### config.mk
export PLATFORM = sky130hd
export DESIGN_NAME = cart_bank_ctrl
export DESIGN_NICKNAME = d
export VERILOG_FILES = /design/src/rtl/cbc_pkg.sv /design/src/rtl/cbc_write_decode.sv /design/src/rtl/cbc_edge_latch.sv /design/src/rtl/cbc_addr_xlate.sv /design/src/rtl/cart_bank_ctrl.sv
export SDC_FILE = /design/constraint.sdc
export NUM_CORES = 1
export LEC_CHECK = 0
export BUFFER_PORTS_ARGS = -buffer_cell sky130_fd_sc_hd__buf_2
export CAP_MARGIN = 0
export CORE_UTILIZATION = 30
export DETAILED_ROUTE_END_ITERATION = 12
export PLACE_DENSITY_LB_ADDON = 0.25
export SYNTH_ARGS = -nofsm -noshare
export SYNTH_HDL_FRONTEND = slang
export SYNTH_SLANG_ARGS = --single-unit
### constraint.sdc
create_clock -name clk -period 1.1 [get_ports clk]
set_input_delay 0.055 -clock clk [delete_from_list [all_inputs] [get_ports clk]]
set_output_delay 0.055 -clock clk [all_outputs]
set_load 0.005 [all_outputs]
### src/rtl/cbc_pkg.sv
package cbc_pkg;
   parameter int unsigned CBC_DW = 8;
   typedef logic [CBC_DW-1:0] cbc_byte_t;
   typedef struct packed {
      logic      hit;
      cbc_byte_t value;
   } cbc_wr_t;
endpackage

### src/rtl/cbc_write_decode.sv
module cbc_write_decode
   import cbc_pkg::*;
#(
   parameter int unsigned AW          = 16,
   parameter bit          CONFLICT_EN = 1'b1
) (
   input  logic [AW-1:0] cpu_addr,
   input  cbc_byte_t     cpu_wdata,
   input  logic          cpu_we,
   input  cbc_byte_t     rom_rdata,
   output cbc_wr_t       wr
);
   localparam int unsigned TOP_BIT = AW - 1;

   cbc_byte_t masked;

   generate
      if (CONFLICT_EN) begin : g_conflict
         always_comb masked = cpu_wdata & rom_rdata;
      end else begin : g_clean
         logic unused_rom;
         always_comb masked = cpu_wdata;
         assign unused_rom = ^rom_rdata;
      end
   endgenerate

   always_comb begin
      wr.hit   = cpu_we & cpu_addr[TOP_BIT];
      wr.value = masked;
   end
endmodule

### src/rtl/cbc_edge_latch.sv
module cbc_edge_latch
   import cbc_pkg::*;
#(
   parameter int unsigned PRG_BW   = 3,
   parameter int unsigned CHR_BW   = 4,
   parameter int unsigned PRG_CBIT = 7,
   parameter int unsigned CHR_CBIT = 6
) (
   input  logic              clk,
   input  logic              rst_n,
   input  cbc_wr_t           wr,
   output logic [PRG_BW-1:0] prg_bank,
   output logic [CHR_BW-1:0] chr_bank
);
   generate
      if (PRG_CBIT >= CBC_DW || CHR_CBIT >= CBC_DW || PRG_CBIT == CHR_CBIT) begin : g_bad_bits
         $error("cbc_edge_latch: control bit positions invalid");
      end
      if (PRG_BW > CBC_DW || CHR_BW > CBC_DW) begin : g_bad_widths
         $error("cbc_edge_latch: bank width exceeds data width");
      end
   endgenerate

   cbc_byte_t prev_q;
   logic      prg_rise, chr_rise;

   always_comb begin
      prg_rise = wr.hit & wr.value[PRG_CBIT] & ~prev_q[PRG_CBIT];
      chr_rise = wr.hit & wr.value[CHR_CBIT] & ~prev_q[CHR_CBIT];
   end

   always_ff @(posedge clk or negedge rst_n) begin
      if (!rst_n) begin
         prev_q   <= '0;
         prg_bank <= '0;
         chr_bank <= '0;
      end else begin
         if (wr.hit)   prev_q   <= wr.value;
         if (prg_rise) prg_bank <= wr.value[PRG_BW-1:0];
         if (chr_rise) chr_bank <= wr.value[CHR_BW-1:0];
      end
   end


   prev_store_chk: assert property (@(posedge clk) disable iff (!rst_n)
      wr.hit |=> prev_q == $past(wr.value));

   prg_load_chk: assert property (@(posedge clk) disable iff (!rst_n)
      (wr.hit && wr.value[PRG_CBIT] && !prev_q[PRG_CBIT]) |=> prg_bank == $past(wr.value[PRG_BW-1:0]));

   prg_hold_chk: assert property (@(posedge clk) disable iff (!rst_n)
      (!wr.hit || !wr.value[PRG_CBIT] || prev_q[PRG_CBIT]) |=> $stable(prg_bank));

   chr_load_chk: assert property (@(posedge clk) disable iff (!rst_n)
      (wr.hit && wr.value[CHR_CBIT] && !prev_q[CHR_CBIT]) |=> chr_bank == $past(wr.value[CHR_BW-1:0]));

   chr_hold_chk: assert property (@(posedge clk) disable iff (!rst_n)
      (!wr.hit || !wr.value[CHR_CBIT] || prev_q[CHR_CBIT]) |=> $stable(chr_bank));

   idle_keep_chk: assert property (@(posedge clk) disable iff (!rst_n)
      !wr.hit |=> $stable(prev_q));
endmodule

### src/rtl/cbc_addr_xlate.sv
module cbc_addr_xlate #(
   parameter int unsigned AW       = 16,
   parameter int unsigned PRG_BW   = 3,
   parameter int unsigned CHR_BW   = 4,
   parameter int unsigned PRG_OW   = 14,
   parameter int unsigned CHR_OW   = 13,
   parameter int unsigned PRG_LAST = 7
) (
   input  logic [AW-1:0]            cpu_addr,
   input  logic [CHR_OW-1:0]        ppu_addr,
   input  logic [PRG_BW-1:0]        prg_bank,
   input  logic [CHR_BW-1:0]        chr_bank,
   output logic [PRG_BW+PRG_OW-1:0] prg_rom_addr,
   output logic [CHR_BW+CHR_OW-1:0] chr_rom_addr
);
   localparam logic [PRG_BW-1:0] LAST_IDX = PRG_BW'(PRG_LAST);

   generate
      if (PRG_OW + 2 != AW) begin : g_bad_window
         $error("cbc_addr_xlate: program window must be a quarter of the CPU space");
      end
      if (PRG_LAST >= (1 << PRG_BW)) begin : g_bad_last
         $error("cbc_addr_xlate: last bank index does not fit");
      end
   endgenerate

   logic              upper_win;
   logic [PRG_BW-1:0] sel_bank;
   logic              unused_low;

   assign unused_low = ^cpu_addr[AW-2:PRG_OW] ^ cpu_addr[AW-1];

   always_comb begin
      upper_win    = cpu_addr[AW-1] & cpu_addr[AW-2];
      sel_bank     = upper_win ? LAST_IDX : prg_bank;
      prg_rom_addr = {sel_bank, cpu_addr[PRG_OW-1:0]};
      chr_rom_addr = {chr_bank, ppu_addr};
   end
endmodule

### src/rtl/cart_bank_ctrl.sv
module cart_bank_ctrl
   import cbc_pkg::*;
#(
   parameter int unsigned PRG_BW      = 3,
   parameter int unsigned CHR_BW      = 4,
   parameter int unsigned PRG_LAST    = (1 << PRG_BW) - 1,
   parameter bit          CONFLICT_EN = 1'b1
) (
   input  logic        clk,
   input  logic        rst_n,
   input  logic [15:0] cpu_addr,
   input  logic [7:0]  cpu_wdata,
   input  logic        cpu_we,
   input  logic [7:0]  prg_rom_rdata,
   input  logic [12:0] ppu_addr,
   output logic [PRG_BW+13:0] prg_rom_addr,
   output logic [CHR_BW+12:0] chr_rom_addr
);
   localparam int unsigned AW     = 16;
   localparam int unsigned PRG_OW = 14;
   localparam int unsigned CHR_OW = 13;

   cbc_wr_t           wr;
   logic [PRG_BW-1:0] prg_bank;
   logic [CHR_BW-1:0] chr_bank;

   cbc_write_decode #(.AW(AW), .CONFLICT_EN(CONFLICT_EN)) u_dec (
      .cpu_addr (cpu_addr),
      .cpu_wdata(cpu_wdata),
      .cpu_we   (cpu_we),
      .rom_rdata(prg_rom_rdata),
      .wr       (wr)
   );

   cbc_edge_latch #(.PRG_BW(PRG_BW), .CHR_BW(CHR_BW), .PRG_CBIT(7), .CHR_CBIT(6)) u_latch (
      .clk     (clk),
      .rst_n   (rst_n),
      .wr      (wr),
      .prg_bank(prg_bank),
      .chr_bank(chr_bank)
   );

   cbc_addr_xlate #(.AW(AW), .PRG_BW(PRG_BW), .CHR_BW(CHR_BW), .PRG_OW(PRG_OW),
                    .CHR_OW(CHR_OW), .PRG_LAST(PRG_LAST)) u_xlate (
      .cpu_addr    (cpu_addr),
      .ppu_addr    (ppu_addr),
      .prg_bank    (prg_bank),
      .chr_bank    (chr_bank),
      .prg_rom_addr(prg_rom_addr),
      .chr_rom_addr(chr_rom_addr)
   );


   conflict_mask_chk: assert property (@(posedge clk) disable iff (!rst_n)
      (wr.value & ~(cpu_wdata & prg_rom_rdata)) == '0);

   upper_fixed_chk: assert property (@(posedge clk) disable iff (!rst_n)
      (cpu_addr[15:14] == 2'b11) |-> (prg_rom_addr[PRG_BW+13:14] == PRG_BW'(PRG_LAST)));

   low_write_chk: assert property (@(posedge clk) disable iff (!rst_n)
      (cpu_we && !cpu_addr[15]) |=> ($stable(prg_bank) && $stable(chr_bank)));

   chr_map_chk: assert property (@(posedge clk) disable iff (!rst_n)
      chr_rom_addr[12:0] == ppu_addr);
endmodule

Word-level counts from Yosys, hierarchy flattened
Cells that the tools add are included.
{"block": "classes", "mul": 0, "eq_ne": 0, "reduce_logical": 0, "n_bitwise": 9, "order_cmp": 0, "add_sub_neg": 0, "n_div": 0, "shift": 0, "muxes": 1}
{"op": "8-bit bitwise AND", "n": 1}
{"op": "1-bit bitwise AND", "n": 6}
{"op": "3-bit 2-to-1 mux", "n": 1}
{"op": "1-bit NOT", "n": 2}
{"block": "word_totals", "regBits": 15, "ram_bits": 0, "romBits": 0, "memories": 0, "out_inout_bits": 34, "latch_bits": 0}

Depth between registers and ports, before layout
{"block": "depth", "ltp_word": 3, "ltp_mapped": 3, "depth_no_buf": 3}

Modules after synthesis
Synthesis repeated with hierarchy kept, for this count alone.
{"block": "unflattened", "hier_cells": 63, "hier_area_um2": 653.1}
{"mod": "cbc_edge_latch", "seq_area_each_um2": 225.2, "cells_each": 20, "area_each_um2": 341.6, "n_inst": 1}
{"mod": "cbc_addr_xlate", "seq_area_each_um2": 0.0, "cells_each": 34, "area_each_um2": 255.2, "n_inst": 1}
{"mod": "cbc_write_decode", "seq_area_each_um2": 0.0, "cells_each": 9, "area_each_um2": 56.3, "n_inst": 1}

Worst setup path after synthesis
OpenSTA, ideal clock, no wires.
{"block": "synth_timing", "path_type": "register to register", "from": "register u_latch.prev_q[6]", "to": "register u_latch.chr_bank[0]", "arrival_time_ns": 0.874, "setup_slack_ns": 0.101, "setup_time_ns": 0.125, "stages_incl_launch_ff": 3, "cell_sequence": "dfrtp_1 nor2_2 mux2_2"}
{"block": "synth_via", "elab_chain_cells": 2}
{"element": "start, declared", "line": "cbc_edge_latch.sv:24", "text": "cbc_byte_t prev_q;"}
{"element": "start signal, assigned", "line": "cbc_edge_latch.sv:38", "text": "if (wr.hit) prev_q <= wr.value;"}
{"element": "1-bit NOT", "line": "cbc_edge_latch.sv:29", "text": "chr_rise = wr.hit & wr.value[CHR_CBIT] & ~prev_q[CHR_CBIT];"}
{"element": "1-bit bitwise AND", "line": "cbc_edge_latch.sv:29"}
{"element": "end signal, assigned", "line": "cbc_edge_latch.sv:40", "text": "if (chr_rise) chr_bank <= wr.value[CHR_BW-1:0];"}
{"element": "end, declared", "line": "cbc_edge_latch.sv:13", "text": "output logic [CHR_BW-1:0] chr_bank"}
Every way passes these cells.
A chain may end at the register's enable or synchronous reset.

Final worst setup path
{"block": "layout_timing", "from": "register u_latch.prev_q[6]", "to": "register u_latch.chr_bank[2]"}
Same word-level chain as after synthesis.

==> metrics.txt <==
status=finished, final reports clean; height of the die=46.8 microns; CP required=1.23 ns; share of cells above drive strength 1=0.565; number of setup violations in the final report=0; DR pass1 iterations=1; most common cell after layout, fill and taps aside=buf_2; unrepaired setup endpoints after global routing=false; CTS tree=built; Tmin final=1.03 ns; first-pass GRT wire length=1170 microns; Clock Skew=0.000931 ns; total clock sinks=9; Highest Clock Rate=967 MHz; wire per inst=9.51 microns; Rel. slew slack=0.864; DRT Wirelength=827 microns; initial DRC count=0; CTS root buf=clkbuf_4; pwr dens=1410 nW/um^2; largest net degree at the start of global routing=10; Setup crit start kind=register; Post-DRT Antenna Nets=0; switching power=0.000195 W; clock insertion delay at the later pin of the skew report=0.25 ns; setup TNS=0 ns; Seq pwr share=0.504; Yosys Warn Count=0; Syn Area/Cell=9.89 sq um; worst-margin pin slew=0.202 ns; DRC violations left=0; Num CTS Buffers=3; initial core utilization=0.335; most frequent cells in the layout=23 x buf_2, 9 x dfrtp_1, 7 x nand2_1; full die area=2190 sq um; Comb power frac=0.209; GRT Overall Usage=0.0770; Leak=0.313 nW; post-DR vias/cell=4.03; register area share after synthesis=0.373; Final Util=0.326; Vias=351; Syn Std Cell Area=603 sq um; initial antenna violation count=0; max-cap violations=0; H-Tree Depth=1; Setup CP Type=reg2reg; DP HPWL=668 microns; Hold/Removal Path Class=in2reg; synthesized flop and latch total=9; ant diodes=0; Cells after Synth=61; IO Count=82; VDD IR-drop max=0.506 mV; total core area=1800 sq um; Post-Syn Nets=109; clock share of power=0.287; Pint=0.000636 W; synth-to-layout area growth=-2.49%; postcts setup bufs=0; Routability Congestion=0.617; row count=15; reg2reg setup slack=0.07 ns; Clock Path Buffers=2; Final Net Count=111; number of global-route vias before repair=276; switch share=0.234; critical path peak fanout=4; global route overflow=0; Period Utilization, post-route=0.940; Worst EP arrival=1.17 ns; Die Wd=46.8 microns; final hold violations=0; Reg clk slew, reported paths=0.06 ns; pins over their slew limit=0; Worst Setup End Kind=register; Cell variety after synth=11; Buffers on Ports=23
[cell families (layout without fill, tap and decap cells)]
family                 Yosys count  in the layout  share of synthesized area
AOI/OAI and AO/OA                2              2                     0.0207
buffers and inverters           27             28                      0.336
DFF                              9              9                      0.373
muxes                            6              6                      0.112
and+or+nand+nor                 17             17                      0.158
[registers in the layout, summed over array words and instances, names as in the netlist]
register          cells
u_latch.chr_bank      4
u_latch.prev_q        2
u_latch.prg_bank      3
[final cells by class]
type                    instances  area [sq um]
multi-input cells              25           180
repair buffers                 24           125
fillers                       202          1210
flip-flops and latches          9           225
well taps                      25          31.3
clock buffers                   4          26.3
[per-layer routing]
layer / up-vias / wire [microns] / track usage
met5: - / 0 / 0
met1: 151 / 341 / 0.101
met4: 0 / 20 / 0.0857
met2: 21 / 348 / 0.0861
li1: 171 / - / -
met3: 8 / 117 / 0.0308
[worst max-delay path, stage by stage (launching register included)]
cell,delay [ns]
dfrtp_1,0.43
nor2_4,0.16
mux2_2,0.34
[per-stage QoR]
| stage | setup slack [ns] | total power, W | hold WS (ns) | instance area [sq um] | instances |
|---|---|---|---|---|---|
| finish | 0.0657 | 0.000830 | 0.0503 | 588 | 87 |
| global route | 0.0122 | 0.000891 | 0.0432 | 588 | 87 |
| CTS | 0.0312 | 0.000847 | 0.0437 | 583 | 87 |
| detailed placement | 0.0358 | 0.000597 | -0.0830 | 547 | 82 |
| global placement | 0.0532 | 0.000594 | -0.0819 | 547 | 82 |
| floorplan | 0.101 | 0.000583 | -0.241 | 603 | 61 |
[power by group through the flow]
stage | logic (W) | registers, W | clock network (W)
after floorplan | 0.000161 | 0.000422 | 0
after global placement | 0.000172 | 0.000422 | 0
after detailed placement | 0.000175 | 0.000422 | 0
after CTS | 0.000177 | 0.000417 | 0.000253
after global routing | 0.000195 | 0.000425 | 0.000271
final | 0.000173 | 0.000418 | 0.000238
[worst paths after layout]
check,cells after the start,start,endpoint
hold / removal,3,prg_rom_rdata[3],u_latch.chr_bank[3]$_DFFE_PN0P_
hold reg to reg,2,u_latch.prev_q[7]$_DFFE_PN0N_,u_latch.prev_q[7]$_DFFE_PN0N_
setup / recovery,2,u_latch.prev_q[6]$_DFFE_PN0N_,u_latch.chr_bank[2]$_DFFE_PN0P_
min in group asynchronous,2,rst_n,u_latch.chr_bank[0]$_DFFE_PN0P_
setup reg to reg,2,u_latch.prev_q[6]$_DFFE_PN0N_,u_latch.chr_bank[2]$_DFFE_PN0P_
max in group asynchronous,2,rst_n,u_latch.prg_bank[2]$_DFFE_PN0P_
[synthesized netlist by cell type (all sizes together)]
cell type  count  area (sq um)
nand2          7          26.3
mux2           6          67.6
nor2           2          12.5
nand2b         3          18.8
nand4          2          18.8
buf           27           203
o31ai          1          7.51
and2           3          18.8
dfrtp          9           225
o21ai          1          5.00
[timing repair]
item	4_1_cts	5_1_grt
resized for setup	0	1
endpoints found under the hold margin	9	0
hold buffers	1	0
setup endpoints to repair	0	2
(Power assumes the default switching activity.)
